--- src/rtl/vf_seq_pkg.sv ---
package vf_seq_pkg;

    parameter int unsigned VID_W   = 6;
    parameter int unsigned RATIO_W = 5;

    typedef struct packed {
        logic [VID_W-1:0]   vid;
        logic [RATIO_W-1:0] ratio;
    } op_point_t;

    typedef enum logic [2:0] {
        RS_IDLE,
        RS_VOLT_FIRST,
        RS_LOCK_LAST,
        RS_LOCK_FIRST,
        RS_VOLT_LAST,
        RS_NOP
    } ramp_st_e;

    typedef enum logic [1:0] {
        PM_NORMAL,
        PM_SHED,
        PM_HOLD
    } pol_mode_e;

    // one code toward the target, never more
    function automatic logic [VID_W-1:0] vid_toward(input logic [VID_W-1:0] cur,
                                                    input logic [VID_W-1:0] tgt);
        if (cur < tgt)      return cur + 1'b1;
        else if (cur > tgt) return cur - 1'b1;
        else                return cur;
    endfunction

endpackage

--- src/rtl/vf_hold_timer.sv ---
module vf_hold_timer #(
    parameter int unsigned HOLD_CYCLES = 40
) (
    input  logic clk_i,
    input  logic rst_ni,
    input  logic load_i,
    output logic expire_o
);
    localparam int unsigned CW = $clog2(HOLD_CYCLES + 1);

    typedef struct packed {
        logic [CW-1:0] cnt;
        logic          run;
    } tmr_t;

    tmr_t tmr_d, tmr_q;

    always_comb begin
        tmr_d = tmr_q;
        if (load_i) begin
            tmr_d.cnt = CW'(HOLD_CYCLES - 1);
            tmr_d.run = 1'b1;
        end else if (tmr_q.run) begin
            if (tmr_q.cnt == '0) tmr_d.run = 1'b0;
            else                 tmr_d.cnt = tmr_q.cnt - 1'b1;
        end
    end

    always_ff @(posedge clk_i) begin
        if (!rst_ni) tmr_q <= '0;
        else         tmr_q <= tmr_d;
    end

    assign expire_o = tmr_q.run && (tmr_q.cnt == '0);

endmodule

--- src/rtl/vf_ramp.sv ---
module vf_ramp
    import vf_seq_pkg::*;
#(
    parameter int unsigned RST_VID   = 20,
    parameter int unsigned RST_RATIO = 8
) (
    input  logic      clk_i,
    input  logic      rst_ni,
    input  logic      start_i,
    input  op_point_t tgt_i,
    input  logic      settled_i,
    input  logic      lock_i,
    output op_point_t cur_o,
    output logic      busy_o,
    output logic      relock_o
);
    typedef struct packed {
        ramp_st_e  st;
        op_point_t cur;
        op_point_t tgt;
    } ramp_t;

    ramp_t r_d, r_q;

    always_comb begin
        r_d = r_q;
        case (r_q.st)
            RS_IDLE: begin
                if (start_i) begin
                    r_d.tgt = tgt_i;
                    if (tgt_i.ratio > r_q.cur.ratio) begin
                        if (tgt_i.vid != r_q.cur.vid) begin
                            r_d.st      = RS_VOLT_FIRST;
                            r_d.cur.vid = vid_toward(r_q.cur.vid, tgt_i.vid);
                        end else begin
                            r_d.st        = RS_LOCK_LAST;
                            r_d.cur.ratio = tgt_i.ratio;
                        end
                    end else if (tgt_i.ratio < r_q.cur.ratio) begin
                        r_d.st        = RS_LOCK_FIRST;
                        r_d.cur.ratio = tgt_i.ratio;
                    end else if (tgt_i.vid != r_q.cur.vid) begin
                        r_d.st      = RS_VOLT_LAST;
                        r_d.cur.vid = vid_toward(r_q.cur.vid, tgt_i.vid);
                    end else begin
                        r_d.st = RS_NOP;
                    end
                end
            end
            RS_VOLT_FIRST: begin
                if (settled_i) begin
                    if (r_q.cur.vid == r_q.tgt.vid) begin
                        r_d.st        = RS_LOCK_LAST;
                        r_d.cur.ratio = r_q.tgt.ratio;
                    end else begin
                        r_d.cur.vid = vid_toward(r_q.cur.vid, r_q.tgt.vid);
                    end
                end
            end
            RS_LOCK_LAST: begin
                if (lock_i) r_d.st = RS_IDLE;
            end
            RS_LOCK_FIRST: begin
                if (lock_i) begin
                    if (r_q.cur.vid != r_q.tgt.vid) begin
                        r_d.st      = RS_VOLT_LAST;
                        r_d.cur.vid = vid_toward(r_q.cur.vid, r_q.tgt.vid);
                    end else begin
                        r_d.st = RS_IDLE;
                    end
                end
            end
            RS_VOLT_LAST: begin
                if (settled_i) begin
                    if (r_q.cur.vid == r_q.tgt.vid) r_d.st = RS_IDLE;
                    else r_d.cur.vid = vid_toward(r_q.cur.vid, r_q.tgt.vid);
                end
            end
            RS_NOP:  r_d.st = RS_IDLE;
            default: r_d.st = RS_IDLE;
        endcase
    end

    always_ff @(posedge clk_i) begin
        if (!rst_ni) begin
            r_q.st        <= RS_IDLE;
            r_q.cur.vid   <= VID_W'(RST_VID);
            r_q.cur.ratio <= RATIO_W'(RST_RATIO);
            r_q.tgt.vid   <= VID_W'(RST_VID);
            r_q.tgt.ratio <= RATIO_W'(RST_RATIO);
        end else begin
            r_q <= r_d;
        end
    end

    assign cur_o    = r_q.cur;
    assign busy_o   = (r_q.st != RS_IDLE);
    assign relock_o = (r_q.st == RS_LOCK_LAST) || (r_q.st == RS_LOCK_FIRST);

endmodule

--- src/rtl/vf_policy.sv ---
module vf_policy
    import vf_seq_pkg::*;
#(
    parameter int unsigned RST_VID   = 20,
    parameter int unsigned RST_RATIO = 8,
    parameter int unsigned LOW_VID   = 12,
    parameter int unsigned LOW_RATIO = 6
) (
    input  logic      clk_i,
    input  logic      rst_ni,
    input  logic      req_we_i,
    input  op_point_t req_pt_i,
    input  logic      low_we_i,
    input  op_point_t low_pt_i,
    input  logic      hot_i,
    input  logic      ramp_busy_i,
    input  logic      expire_i,
    output logic      start_o,
    output op_point_t tgt_o,
    output logic      load_o,
    output logic      irq_o
);
    typedef struct packed {
        pol_mode_e mode;
        op_point_t sw_tgt;
        logic      sw_pend;
        op_point_t low;
        logic      irq;
    } pol_t;

    pol_t p_d, p_q;

    always_comb begin
        p_d     = p_q;
        p_d.irq = 1'b0;
        start_o = 1'b0;
        tgt_o   = p_q.sw_tgt;
        load_o  = 1'b0;
        if (low_we_i) p_d.low = low_pt_i;
        if (req_we_i) p_d.sw_tgt = req_pt_i;
        case (p_q.mode)
            PM_NORMAL: begin
                if (req_we_i) p_d.sw_pend = 1'b1;
                if (!ramp_busy_i) begin
                    if (hot_i) begin
                        start_o     = 1'b1;
                        tgt_o       = p_q.low;
                        p_d.mode    = PM_SHED;
                        p_d.irq     = 1'b1;
                        p_d.sw_pend = 1'b0;
                    end else if (p_q.sw_pend) begin
                        start_o     = 1'b1;
                        tgt_o       = p_q.sw_tgt;
                        p_d.sw_pend = req_we_i;
                    end
                end
            end
            PM_SHED: begin
                if (!ramp_busy_i) begin
                    p_d.mode = PM_HOLD;
                    load_o   = 1'b1;
                end
            end
            PM_HOLD: begin
                if (expire_i) begin
                    if (hot_i) begin
                        load_o = 1'b1;
                    end else begin
                        start_o     = 1'b1;
                        tgt_o       = p_q.sw_tgt;
                        p_d.mode    = PM_NORMAL;
                        p_d.irq     = 1'b1;
                        p_d.sw_pend = req_we_i;
                    end
                end
            end
            default: p_d.mode = PM_NORMAL;
        endcase
    end

    always_ff @(posedge clk_i) begin
        if (!rst_ni) begin
            p_q.mode         <= PM_NORMAL;
            p_q.sw_tgt.vid   <= VID_W'(RST_VID);
            p_q.sw_tgt.ratio <= RATIO_W'(RST_RATIO);
            p_q.sw_pend      <= 1'b0;
            p_q.low.vid      <= VID_W'(LOW_VID);
            p_q.low.ratio    <= RATIO_W'(LOW_RATIO);
            p_q.irq          <= 1'b0;
        end else begin
            p_q <= p_d;
        end
    end

    assign irq_o = p_q.irq;

endmodule

--- src/rtl/vf_step_top.sv ---
module vf_step_top
    import vf_seq_pkg::*;
#(
    parameter int unsigned HOLD_CYCLES = 40,
    parameter int unsigned RST_VID     = 20,
    parameter int unsigned RST_RATIO   = 8,
    parameter int unsigned LOW_VID     = 12,
    parameter int unsigned LOW_RATIO   = 6
) (
    input  logic               clk_i,
    input  logic               rst_ni,
    input  logic               req_we_i,
    input  logic [VID_W-1:0]   req_vid_i,
    input  logic [RATIO_W-1:0] req_ratio_i,
    input  logic               low_we_i,
    input  logic [VID_W-1:0]   low_vid_i,
    input  logic [RATIO_W-1:0] low_ratio_i,
    input  logic               temp_hot_i,
    input  logic               pll_lock_i,
    input  logic               vid_settled_i,
    output logic [VID_W-1:0]   vid_o,
    output logic [RATIO_W-1:0] ratio_o,
    output logic               core_stall_o,
    output logic               snoop_block_o,
    output logic               busy_o,
    output logic               therm_irq_o
);
    op_point_t req_pt, low_pt, tgt, cur;
    logic      start, load, expire, relock, ramp_busy;

    assign req_pt = '{vid: req_vid_i, ratio: req_ratio_i};
    assign low_pt = '{vid: low_vid_i, ratio: low_ratio_i};

    vf_policy #(
        .RST_VID  (RST_VID),
        .RST_RATIO(RST_RATIO),
        .LOW_VID  (LOW_VID),
        .LOW_RATIO(LOW_RATIO)
    ) i_policy (
        .clk_i      (clk_i),
        .rst_ni     (rst_ni),
        .req_we_i   (req_we_i),
        .req_pt_i   (req_pt),
        .low_we_i   (low_we_i),
        .low_pt_i   (low_pt),
        .hot_i      (temp_hot_i),
        .ramp_busy_i(ramp_busy),
        .expire_i   (expire),
        .start_o    (start),
        .tgt_o      (tgt),
        .load_o     (load),
        .irq_o      (therm_irq_o)
    );

    vf_hold_timer #(
        .HOLD_CYCLES(HOLD_CYCLES)
    ) i_timer (
        .clk_i   (clk_i),
        .rst_ni  (rst_ni),
        .load_i  (load),
        .expire_o(expire)
    );

    vf_ramp #(
        .RST_VID  (RST_VID),
        .RST_RATIO(RST_RATIO)
    ) i_ramp (
        .clk_i    (clk_i),
        .rst_ni   (rst_ni),
        .start_i  (start),
        .tgt_i    (tgt),
        .settled_i(vid_settled_i),
        .lock_i   (pll_lock_i),
        .cur_o    (cur),
        .busy_o   (ramp_busy),
        .relock_o (relock)
    );

    assign vid_o         = cur.vid;
    assign ratio_o       = cur.ratio;
    assign busy_o        = ramp_busy;
    assign core_stall_o  = relock;
    assign snoop_block_o = relock;

endmodule

--- config.mk ---
export PLATFORM = sky130hd
export DESIGN_NAME = vf_step_top
export DESIGN_NICKNAME = d
export VERILOG_FILES = /design/src/rtl/vf_seq_pkg.sv /design/src/rtl/vf_hold_timer.sv /design/src/rtl/vf_ramp.sv /design/src/rtl/vf_policy.sv /design/src/rtl/vf_step_top.sv
export SDC_FILE = /design/constraint.sdc
export NUM_CORES = 1
export LEC_CHECK = 0
export CORE_MARGIN = 3
export CORE_UTILIZATION = 40
export CTS_CLUSTER_DIAMETER = 200
export DETAILED_ROUTE_END_ITERATION = 7
export PLACE_DENSITY = 0.71
export SKIP_LAST_GASP = 1
export SYNTH_ARGS = -nofsm -noshare
export SYNTH_HDL_FRONTEND = slang
export SYNTH_SLANG_ARGS = --single-unit
--- constraint.sdc ---
create_clock -name clk_i -period 3.59 [get_ports clk_i]
set_input_delay 0.718 -clock clk_i [delete_from_list [all_inputs] [get_ports clk_i]]
set_output_delay 0.718 -clock clk_i [all_outputs]
set_load 0.02 [all_outputs]
Yosys cells after proc, flatten, opt, wreduce, memory -nomap -nowiden

Cells that the tools add are included.

Flip-flop bits (word level): 58
Latch bits: 0
RAM bits: 0
Bits in read-only memories: 0
Input port bits: 29
Output and inout port bits: 15
Memories: 0

Add/subtract/negate cells: 3
$mul: 0
Div/mod/pow operators: 0
$lt $le $gt $ge: 6
Equality and inequality tests: 26
Shift operators: 0
Muxes and demuxes: 58
Bitwise operators: 2
Reduce and logical (&&, ||, !) cells: 19

Operators by type and width:

| operator            | count |
|---|---|
| $mux 6              | 9 |
| $mux 11             | 3 |
| $mux 14             | 2 |
| $mux 25             | 1 |
| $pmux 6 s4          | 1 |
| $ne 2x2->1 const B  | 11 |
| $mux 9              | 2 |
| $mux 1              | 17 |
| $mux 3              | 5 |
| $mux 5              | 3 |
| $pmux 3 s5          | 1 |
| $mux 7              | 2 |
| $reduce_and 7->1    | 2 |
| $gt 6x6->1          | 2 |
| $lt 6x6->1          | 2 |
| $mux 2              | 6 |
| $ne 6x6->1          | 2 |
| $sub 6x1->6 const B | 2 |
| $pmux 5 s2          | 1 |
| $pmux 1 s2          | 4 |
| $add 6x1->6 const B | 1 |
| $eq 3x2->1 const B  | 2 |
| $eq 6x6->1          | 1 |
| $logic_not 6->1     | 1 |
| 24 further kinds    | 31 |

Depth between registers and ports, before layout

Gate-level depths: netlist of the first run.

Word-level depth: 11
Depth in mapped cells: 14

Cells and area by module

Synthesis of the first run repeated with hierarchy kept, for this count alone.

Cells, all modules: 437
Area total of the unflattened synthesis: 3738.6 um2

By module, submodules not included:

| module        | instances | cells each | area an instance (um2) | sequential area each (um2) |
|---|---|---|---|---|
| vf_ramp       | 1         | 270        | 2070.7                 | 500.5 |
| vf_policy     | 1         | 124        | 1285.0                 | 520.5 |
| vf_hold_timer | 1         | 42         | 375.4                  | 140.1 |
| vf_step_top   | 1         | 1          | 7.5                    | 0.0 |

Worst setup path before layout of the first run

No wires, ideal clock.

Path type: input -> register
From: in temp_hot_i
To: reg, netlist name i_ramp.cur_o[8]
Arrival: 3.031 ns
Required time: 3.520 ns
Setup slack: 0.489 ns
Stages: 11
Path through: nand3_1 buf_2 mux2_2 ha_1 nand2b_1 a21oi_1 or3_1 clkbuf_1 a211oi_1 or4_1 a21oi_1

RTL lines:

| element         | line              | source |
|---|---|---|
| start, declared | vf_step_top.sv:18 | `input logic temp_hot_i,` |

==> impl_metrics.ini, run 1 <==
[yosys]
synth_edf_count = 0
yosys-top-cells-count = dfxtp_1, nor2_1, mux2i_1
synthesis.area_mm2 = 0.00342
synthCells = 402
yosys.area.top_type_share_pct = 34.0
synth_compound_area_share_pct = 15.6
synthFlopType = dfxtp_1
ys_ff_latch = 58
yosysWarnings = 0
synth.area.top_cells = dfxtp_1, mux2i_1, ha_1, nor2_1, a211oi_1
synth.most_common_cell = dfxtp_1
synth.distinct_cells = 53
yosys.area_share.simple_pct = 18.2
syn-num-nets = 456
synth_top_family_by_area = simple AND/OR/NAND/NOR gates
async_flop_share_pct = 0
yosysSeqAreaShare_pct = 34.0
synthMuxAreaShare_pct = 12.0
syn_avg_cell_area_um2 = 8.50
yosys.area_share.xor_xnor_pct = 2.82
synthAdderAreaFrac_pct = 9.15
yosys.area.top_type = dfxtp_1

[floorplan]
start_util_pct = 41.4
io_pins = 44
die_x_um = 98.4
die_h_um = 98.4
die_area_mm2 = 0.00969
placementRows = 33
coreArea_mm2 = 0.00826

[power]
p_leak_nw = 1.77
power.total_mw = 3.22
vdd_ir_drop_max_uv = 256
power_density_mw_per_mm2 = 783

[clock_tree]
cts_tree = yes
path_clk_slew_ns = 0.07
postCtsSetupBuffers = 0
htreeDepth = 3
clk_latency_ns = 0.34
root_buffer = clkbuf_8
cts_buffer_depth = 2
cts_made_buffers = 9
numClockSinks = 58

[timing]
tightest_slew_ns = 0.801
fin_crit_sh_pct = 96.1
clock_skew_ns = 0.00699
hold_viol_final = 0
slew_headroom_pct = 46.4
finalMaxSlewViolations = 0
setup_viol = 0
fin_crit_ns = 3.45
max_freq_mhz = 290
setup_ws_ns = 0.141

[finish]
fin_util_pct = 49.9
num_antenna_cells = 0
drive_gt1_share_pct = 7.92
finalInstanceArea_mm2 = 0.00412
nets = 493
synthToLayoutAreaGrowth_pct = 20.5

[worst_setup_path]
critPathBufInv = 3
crit_end = i_ramp.cur_o[4]
crit_family = compound AO/OA/AOI/OAI gates
worst-path-stages = 12
reg2reg_to = i_ramp.cur_o[4]
cpMaxStageDelayCell = clkdlybuf4s50_1
critical_path_arrival_ns = 3.65
worstPathRequired_ns = 3.79
r2r-start = i_policy.p_q[24]
path_cells = clkdlybuf4s50_1 -> nand3_1 -> buf_12 -> mux2i_1 -> inv_1 -> ha_1 -> nor2b_1 -> o21ai_0 -> a22oi_1 -> o31a_1 -> a2111oi_0 -> a211oi_1
end_kind = flop
reg2reg_slack_ns = 0.22
r2r_cells = 13
crit_fanout = 12
max_stage_delay_ns = 0.48
worstSetupPathType = in -> reg
startpoint = temp_hot_i
worst_setup_path_start_kind = input port

[drt]
firstDrtPassIters = 4
wl_per_cell_um = 14.5
drt_wl_total_um = 7910
drtAntennaViolNets = 0
viasPerCell = 5.30
drc = 0
vias = 2901
drt-initial-drc-count = 158

[global_routing]
grt_pass1_wl_um = 13500
grt.total_usage_pct = 17.0
grt_antenna_before_repair = 0
overflow = 0
grt_pass1_vias = 2859
grt_max_degree = 23

[placed_design]
pre_cts_slack_ns = -0.180
gp_congestion = 0.872
hpwl_um = 5950
placed_area_mm2 = 0.00392
port_buffers = 43

[run]
drv_cap = 0

[run_status]
status = finished clean

[worst_hold_path]
hold_path_class = reg -> reg
timing repair:
action,4_1_cts,5_1_grt
setup endpoints to repair,0,2
hold buffers,0,0
gates resized for setup,0,4
layout make-up:
class / instances / area (um^2)
Multi-Input combinational cell: 287 / 1990
Fill cell: 794 / 4140
Inverter: 26 / 97.6
Clock buffer: 11 / 151
Clock inverter: 3 / 40.0
Sequential cell: 58 / 1160
Timing Repair Buffer: 57 / 548
Tap cell: 105 / 131
layout by cell type, fill, tap and decap left out, types with 2 or more instances in the layout:
cell and instances:
or4_1 2, a211oi_1 16, mux2i_1 40, buf_4 13
nor2_1 52, o21ai_0 8, nand3_1 11, inv_1 25
o21bai_1 2, a22oi_1 3, dfxtp_1 58, a2111oi_0 3
o31ai_1 2, nand4_1 3, and3_1 4, xor2_1 2
xnor2_1 9, ha_1 25, clkdlybuf4s50_1 43, nor2b_1 4
nor3_1 8, clkinv_2 2, or3_1 4, clkbuf_8 11
a31oi_1 2, nand2b_1 7, a21oi_1 22, nand2_1 27
a21o_1 2, o211ai_1 3, a221oi_1 3
flip-flops by register name (all words and copies together), names as in the netlist:
name,count
i_policy.p_q,25
i_policy.irq_o,1
i_ramp.cur_o,11
i_ramp.r_q,14
i_timer.tmr_q,7
worst min path at each step:
stage / depth (start not counted) / endpoint / slack [ns] / from
after floorplan: 2 / i_policy.p_q[12] / 0.44 / i_policy.p_q[12]
after global routing: 2 / i_policy.p_q[3] / 0.50 / i_policy.p_q[3]
after CTS: 2 / i_policy.p_q[22] / 0.48 / i_policy.p_q[22]
after detailed placement: 2 / i_policy.p_q[22] / 0.46 / i_policy.p_q[22]
after global placement: 2 / i_policy.p_q[3] / 0.46 / i_policy.p_q[3]
final: 2 / i_policy.p_q[22] / 0.48 / i_policy.p_q[22]
where the power goes:
group / internal, mW / switching [mW] / total (mW)
Sequential: 0.772 / 0.130 / 0.901
Combinational: 0.758 / 0.957 / 1.72
Clock: 0.348 / 0.259 / 0.607
Total: 1.88 / 1.35 / 3.22
worst min-delay path: cells and delay by family (launching register included):
kind	cells	cell delay [ns]
flip-flops	1	0.33
multiplexers	1	0.06
AND/OR/NAND/NOR	1	0.06
cell families (layout without fill, tap and decap cells):
kind of cell / Yosys count / in the layout
compound gates: 79 / 79
xor+xnor: 11 / 11
fa+ha+maj: 25 / 25
buf+inv: 57 / 97
flops: 58 / 58
mux: 41 / 41
simple gates: 131 / 131
through the flow:
stage               std cells  hold WS, ns  TNS (ns)
floorplan                 402        0.437         0
global placement          533        0.457         0
detailed placement        533        0.459    -0.489
CTS                       547        0.477         0
global route              547        0.500    -0.241
finish                    547        0.476         0
metal layers:
metal / track usage, % / part of all wire (%) / vias up
met4: 6.51 / 1.3 / 0
li1: - / - / 1473
met5: 0 / 0 / -
met1: 22.9 / 49 / 1350
met3: 4.03 / 5.3 / 9
met2: 26.6 / 44 / 69
Power figures use the tool's default switching activity.
==> run 2: changes to the inputs <==
--- a/config.mk
+++ b/config.mk
@@ -5,11 +5,14 @@
 export SDC_FILE = /design/constraint.sdc
 export NUM_CORES = 1
 export LEC_CHECK = 0
+export ABC_AREA = 1
 export CORE_MARGIN = 3
 export CORE_UTILIZATION = 40
 export CTS_CLUSTER_DIAMETER = 200
 export DETAILED_ROUTE_END_ITERATION = 7
-export PLACE_DENSITY = 0.71
+export GPL_ROUTABILITY_DRIVEN = 0
+export PLACE_DENSITY = 0.7
+export SETUP_SLACK_MARGIN = 0.05
 export SKIP_LAST_GASP = 1
 export SYNTH_ARGS = -nofsm -noshare
 export SYNTH_HDL_FRONTEND = slang
==> run 2 against run 1 <==
  * Largest cell class unchanged
  * Fmax increased by 12%
  * Largest power group unchanged
  * Die area up 6.9%
  * Final cell count grew 27%
==> impl_metrics.ini, run 2 <==
[run_status]
status = finished clean

[finish]
synthToLayoutAreaGrowth_pct = 15.8
final_cell_mix = nand2_1, nor2_1, inv_1
largest_reg_flops = 25
fin_util_pct = 48.2
nets = 637
final_common_cell = nand2_1
drive_gt1_share_pct = 7.31
top_register = i_policy.p_q
num_antenna_cells = 0

[clock_tree]
cts_resized = 0
clk_latency_ns = 0.34
path_clk_slew_ns = 0.07
cts_tree = yes
htreeDepth = 3
root_buffer = clkbuf_8
cts_made_buffers = 9
numClockSinks = 58
cts_hold_buf = 0
postCtsSetupBuffers = 0
cts_buffer_depth = 2

[timing]
tightest_slew_ns = 0.629
fin_crit_sh_pct = 85.7
finalMaxSlewViolations = 0
max_freq_mhz = 325
hold_viol_final = 0
clock_skew_ns = 0.00978
slew_headroom_pct = 58.0
fin_crit_ns = 3.08
hold_ws_ns = 0.462
fin_tns_setup_ns = 0
rsz0062_at_grt = no
setup_viol = 0
setup_ws_ns = 0.515

[yosys]
synth_edf_count = 0
synth.most_common_cell = nand2_1
synth.distinct_cells = 33
yosys.area.top_type = dfxtp_1
syn_avg_cell_area_um2 = 6.60
synthesis.area_mm2 = 0.00367
syn-num-nets = 610
yosys-top-cells-count = nand2_1, nor2_1, inv_1
yosysSeqAreaShare_pct = 31.7
yosysWarnings = 0
yosys.area.top_type_share_pct = 31.7
synthFlopType = dfxtp_1
async_flop_share_pct = 0
ys_ff_latch = 58
synth.area.top_cells = dfxtp_1, nand2_1, ha_1, nor2_1, inv_1
synthCells = 556

[power]
power_density_mw_per_mm2 = 948
vdd_ir_drop_max_uv = 280
p_leak_nw = 2.02

[floorplan]
io_pins = 44
die_x_um = 102
start_util_pct = 41.7
coreArea_mm2 = 0.00881
die_h_um = 102
placementRows = 34
die_area_mm2 = 0.0104

[global_routing]
grt_pass1_wl_um = 14000
grt_antenna_before_repair = 0
grt_most_used_layer = met2
grt.total_usage_pct = 17.0
grt_pass1_vias = 3053
overflow = 0
grt_max_degree = 38
grtUsageMet2_pct = 27.1
gr-usage-met3_pct = 3.03
gr-usage-met1_pct = 22.6

[drt]
firstDrtPassIters = 5
drtAntennaViolNets = 0
drt_wl_total_um = 8520
drc = 0
vias = 3423
viasPerCell = 4.92
wl_per_cell_um = 12.2
drt-initial-drc-count = 140

[run]
drv_cap = 0

[worst_setup_path]
worstPathRequired_ns = 3.82
critical_path_arrival_ns = 3.31
max_stage_delay_ns = 0.55
crit_fanout = 14
crit_end = i_ramp.cur_o[2]
r2r_cells = 16
path_cells = clkdlybuf4s50_1 -> nand3_2 -> nor2_4 -> o21a_1 -> inv_1 -> ha_1 -> nand2_1 -> nor2_1 -> a21oi_1 -> nand3_1 -> nand3_1 -> nor2_4 -> nand2_1 -> nand2_1 -> nor2_1
path_common_cell = nand2_1
worstSetupPathType = in -> reg
reg2reg_to = i_ramp.cur_o[2]
cpMaxStageDelayCell = clkdlybuf4s50_1
startpoint = temp_hot_i
r2r-start = i_policy.p_q[25]
reg2reg_slack_ns = 0.83
worst_setup_path_start_kind = input port
end_kind = flop

[placed_design]
pre_cts_slack_ns = 0.178
hpwl_um = 6390
port_buffers = 43

[worst_hold_path]
hold_path_class = reg -> reg
[run 2: layout make-up]
type	instances	area, um^2
Clock buffer	11	141
Fill cell	919	4560
Sequential cell	58	1160
Inverter	63	236
Tap cell	108	135
Clock inverter	5	30.0
Multi-Input combinational cell	407	2100
Timing Repair Buffer	44	438
[run 2: cells by family (layout without fill, tap and decap cells)]
| family | Yosys count | count (layout) | synth area share, % |
|---|---|---|---|
| simple gates | 292 | 292 | 34.8 |
| buf+inv | 91 | 123 | 11.0 |
| compound gates | 80 | 80 | 11.6 |
| flops | 58 | 58 | 31.7 |
| fa+ha+maj | 25 | 25 | 8.53 |
| xor+xnor | 7 | 7 | 1.67 |
| mux | 3 | 3 | 0.819 |
[run 2: worst min path at each step]
stage / start / end / slack, ns / depth (start not counted)
floorplan: i_policy.p_q[20] / i_policy.p_q[20] / 0.43 / 2
global placement: i_policy.p_q[16] / i_policy.p_q[16] / 0.45 / 2
detailed placement: i_policy.p_q[8] / i_policy.p_q[8] / 0.45 / 2
CTS: i_policy.p_q[8] / i_policy.p_q[8] / 0.46 / 2
global route: i_policy.p_q[8] / i_policy.p_q[8] / 0.49 / 2
finish: i_policy.p_q[8] / i_policy.p_q[8] / 0.46 / 2
[run 2: stage by stage]
step                area [um^2]  total power, mW  instances
floorplan                  3670             2.97        556
global placement           4080             3.40        680
detailed placement         4080             3.48        680
CTS                        4250             4.03        696
global route               4250             4.42        696
finish                     4250             4.03        696
[run 2: worst max-delay path: cells and delay by family]
kind                       cells  cell delay (ns)
AOI/OAI and AO/OA              2             0.29
adders and majority gates      1             0.28
buffers and inverters          2             0.60
and+or+nand+nor               10             1.41
[run 2: layer usage]
metal / part of all wire (%) / vias up
met4: 2.2 / 0
met1: 48 / 1503
met3: 5.1 / 13
met5: 0 / -
met2: 45 / 95
li1: - / 1812
[run 2: report_power, final]
part / total (mW) / internal (mW) / switching, mW
Sequential: 0.964 / 0.807 / 0.156
Clock: 0.538 / 0.266 / 0.273
Combinational: 2.52 / 0.896 / 1.63
Total: 4.03 / 1.97 / 2.06
==> run 3: changes to the inputs <==
--- a/config.mk
+++ b/config.mk
@@ -6,14 +6,14 @@
 export NUM_CORES = 1
 export LEC_CHECK = 0
 export ABC_AREA = 1
-export CORE_MARGIN = 3
+export CORE_MARGIN = 2
 export CORE_UTILIZATION = 40
 export CTS_CLUSTER_DIAMETER = 200
 export DETAILED_ROUTE_END_ITERATION = 7
-export GPL_ROUTABILITY_DRIVEN = 0
 export PLACE_DENSITY = 0.7
 export SETUP_SLACK_MARGIN = 0.05
 export SKIP_LAST_GASP = 1
 export SYNTH_ARGS = -nofsm -noshare
 export SYNTH_HDL_FRONTEND = slang
+export SYNTH_HIERARCHICAL = 1
 export SYNTH_SLANG_ARGS = --single-unit
==> run 3 against run 2 <==
  * Combinational power shrank 21%
  * Die area shrank 1.8%
  * Via count up 4.4%
  * Global-route usage is 1.4 points higher
  * Final area increased by 2.0%
  * Sequential share of layout area is 0.54 points lower
  * Synthesized area rose by 2.3%
  * Register-to-register slack worse by 0.29 ns
  * Utilization fell by 0.88 points
  * Total power decreased by 13%
  * Clock power is 15% higher
  * Critical path type unchanged
  * Largest power group unchanged
==> impl_metrics.ini, run 3 <==
[global_routing]
grt.total_usage_pct = 18.4
grt_max_degree = 51
overflow = 0
grt_pass1_wl_um = 14900
grt_pass1_vias = 3498
grt_antenna_before_repair = 0

[finish]
final_common_cell = nand2_1
fin_util_pct = 47.3
synthToLayoutAreaGrowth_pct = 15.5
num_antenna_cells = 0
finalInstanceArea_mm2 = 0.00433
drive_gt1_share_pct = 7.33
largest_reg_flops = 25
top_register = i_policy/p_q
fillers = 903
final_cell_mix = nand2_1, nor2_1, inv_1
nets = 650

[yosys]
syn-num-nets = 622
synth.area.top_cells = dfxtp_1, nand2_1, ha_1, nand3_1, nor2_1
async_flop_share_pct = 0
yosysSeqAreaShare_pct = 30.9
yosys-top-cells-count = nand2_1, nor2_1, inv_1
synth.most_common_cell = nand2_1
synth_edf_count = 0
yosys.area.top_type_share_pct = 30.9
syn_avg_cell_area_um2 = 6.62
yosys.area.top_type = dfxtp_1
synth.distinct_cells = 33
synthesis.area_mm2 = 0.00375
synthCells = 567
synthFlopType = dfxtp_1
ys_ff_latch = 58
yosysWarnings = 6

[clock_tree]
cts_buffer_depth = 2
cts_resized = 0
numClockSinks = 58
postCtsSetupBuffers = 0
cts_hold_buf = 0
clk_latency_ns = 0.35
cts_made_buffers = 9
htreeDepth = 3
cts_tree = yes
root_buffer = clkbuf_8
path_clk_slew_ns = 0.06

[placed_design]
hpwl_um = 6400
placed_area_mm2 = 0.00414
port_buffers = 43
gp_congestion = 0.878

[floorplan]
die_x_um = 101
placementRows = 35
io_pins = 44
die_h_um = 101
start_util_pct = 41.0
die_area_mm2 = 0.0102
coreArea_mm2 = 0.00915

[worst_setup_path]
end_kind = flop
critical_path_arrival_ns = 3.35
crit_fanout = 13
worstPathRequired_ns = 3.87
path_cells = clkdlybuf4s50_1 -> inv_2 -> nor2_4 -> nand2_2 -> nand2_1 -> nand2_1 -> ha_1 -> nand2_1 -> nor2_1 -> nand2_1 -> nand3_1 -> o21ai_0 -> nand2_2 -> nand2_4 -> nand3_1 -> nand2_1 -> nor2_1
worst_setup_path_start_kind = input port
worstSetupPathType = in -> reg
max_stage_delay_ns = 0.54
reg2reg_slack_ns = 0.54
cpMaxStageDelayCell = clkdlybuf4s50_1
reg2reg_to = i_ramp/cur_o[4]
path_common_cell = nand2_1
r2r-start = i_ramp/r_q[22]
r2r_cells = 19

[power]
power.total_mw = 3.50
power_density_mw_per_mm2 = 807
vdd_ir_drop_max_uv = 435
p_leak_nw = 2.07

[timing]
fin_tns_setup_ns = 0
clock_skew_ns = 0.00636
slew_headroom_pct = 65.5
tightest_slew_ns = 0.517
fin_crit_sh_pct = 85.5
rsz0062_at_grt = no
finalMaxSlewViolations = 0
max_freq_mhz = 326
fin_crit_ns = 3.07
setup_viol = 0
hold_viol_final = 0

[worst_hold_path]
hold_path_depth = 2
hold_end = i_ramp/r_q[2]
hold_start = i_ramp/r_q[2]
hold_path_class = reg -> reg

[drt]
drt-initial-drc-count = 136
firstDrtPassIters = 5
vias = 3575
wl_per_cell_um = 12.2
viasPerCell = 5.03
drtAntennaViolNets = 0
drc = 0
drt_wl_total_um = 8640

[run]
drv_cap = 0

[run_status]
status = finished clean
run 3: metrics by stage:
step	hold WS, ns	cells	setup slack, ns
detailed placement	0.452	695	0.199
global placement	0.441	695	0.278
finish	0.460	711	0.520
global route	0.481	711	0.195
floorplan	0.429	567	1.08
CTS	0.461	711	0.546
run 3: metal layers:
metal,vias to the layer above,share of wire [%],track usage [%]
li1,1842,-,-
met1,1637,43,20.1
met2,80,50,33.0
met3,16,5.0,5.34
met4,0,1.9,7.59
met5,-,0,0
run 3: logic make-up after synthesis:
logic type | Yosys count | share of synthesized area, %
and+or+nand+nor | 309 | 36.2
buffers and inverters | 97 | 12.3
AOI/OAI and AO/OA | 69 | 9.97
DFF | 58 | 30.9
adders and majority gates | 26 | 8.67
xor gates and xnor gates | 8 | 1.87
run 3: layout make-up:
type | count | area (um^2) | share of cell area, %
clock buffers | 14 | 163 | 3.75
clock inverters | 2 | 35.0 | 0.809
inverters | 69 | 262 | 6.04
multi-input cells | 412 | 2130 | 49.1
flip-flops and latches | 58 | 1160 | 26.8
well taps | 111 | 139 | 3.21
repair buffers | 45 | 445 | 10.3
run 3: worst max-delay path by stage:
stage | from | to | slack [ns] | cells after the start
2_1_floorplan | i_ramp/r_q[22] | i_ramp/cur_o[7] | 1.08 | 20
3_3_place_gp | temp_hot_i | i_ramp/cur_o[1] | 0.28 | 16
3_5_place_dp | temp_hot_i | i_ramp/cur_o[2] | 0.20 | 16
4_1_cts | temp_hot_i | i_ramp/cur_o[4] | 0.55 | 17
5_1_grt | i_ramp/r_q[22] | i_ramp/cur_o[4] | 0.19 | 19
6_report | temp_hot_i | i_ramp/cur_o[4] | 0.52 | 17
run 3: critical path: cells and delay by family:
kind / cells / cell delay [ns]
buffers and inverters: 2 / 0.62
and+or+nand+nor: 13 / 1.57
AOI/OAI and AO/OA: 1 / 0.13
adders and majority gates: 1 / 0.32
run 3: where the power goes:
part           internal [mW]  switching, mW  leakage (nW)  total, mW
combinational          0.709           1.27          1.49       1.98
sequential             0.782          0.119         0.477      0.902
clock                  0.358          0.262         0.101      0.620
total                   1.85           1.65          2.07       3.50
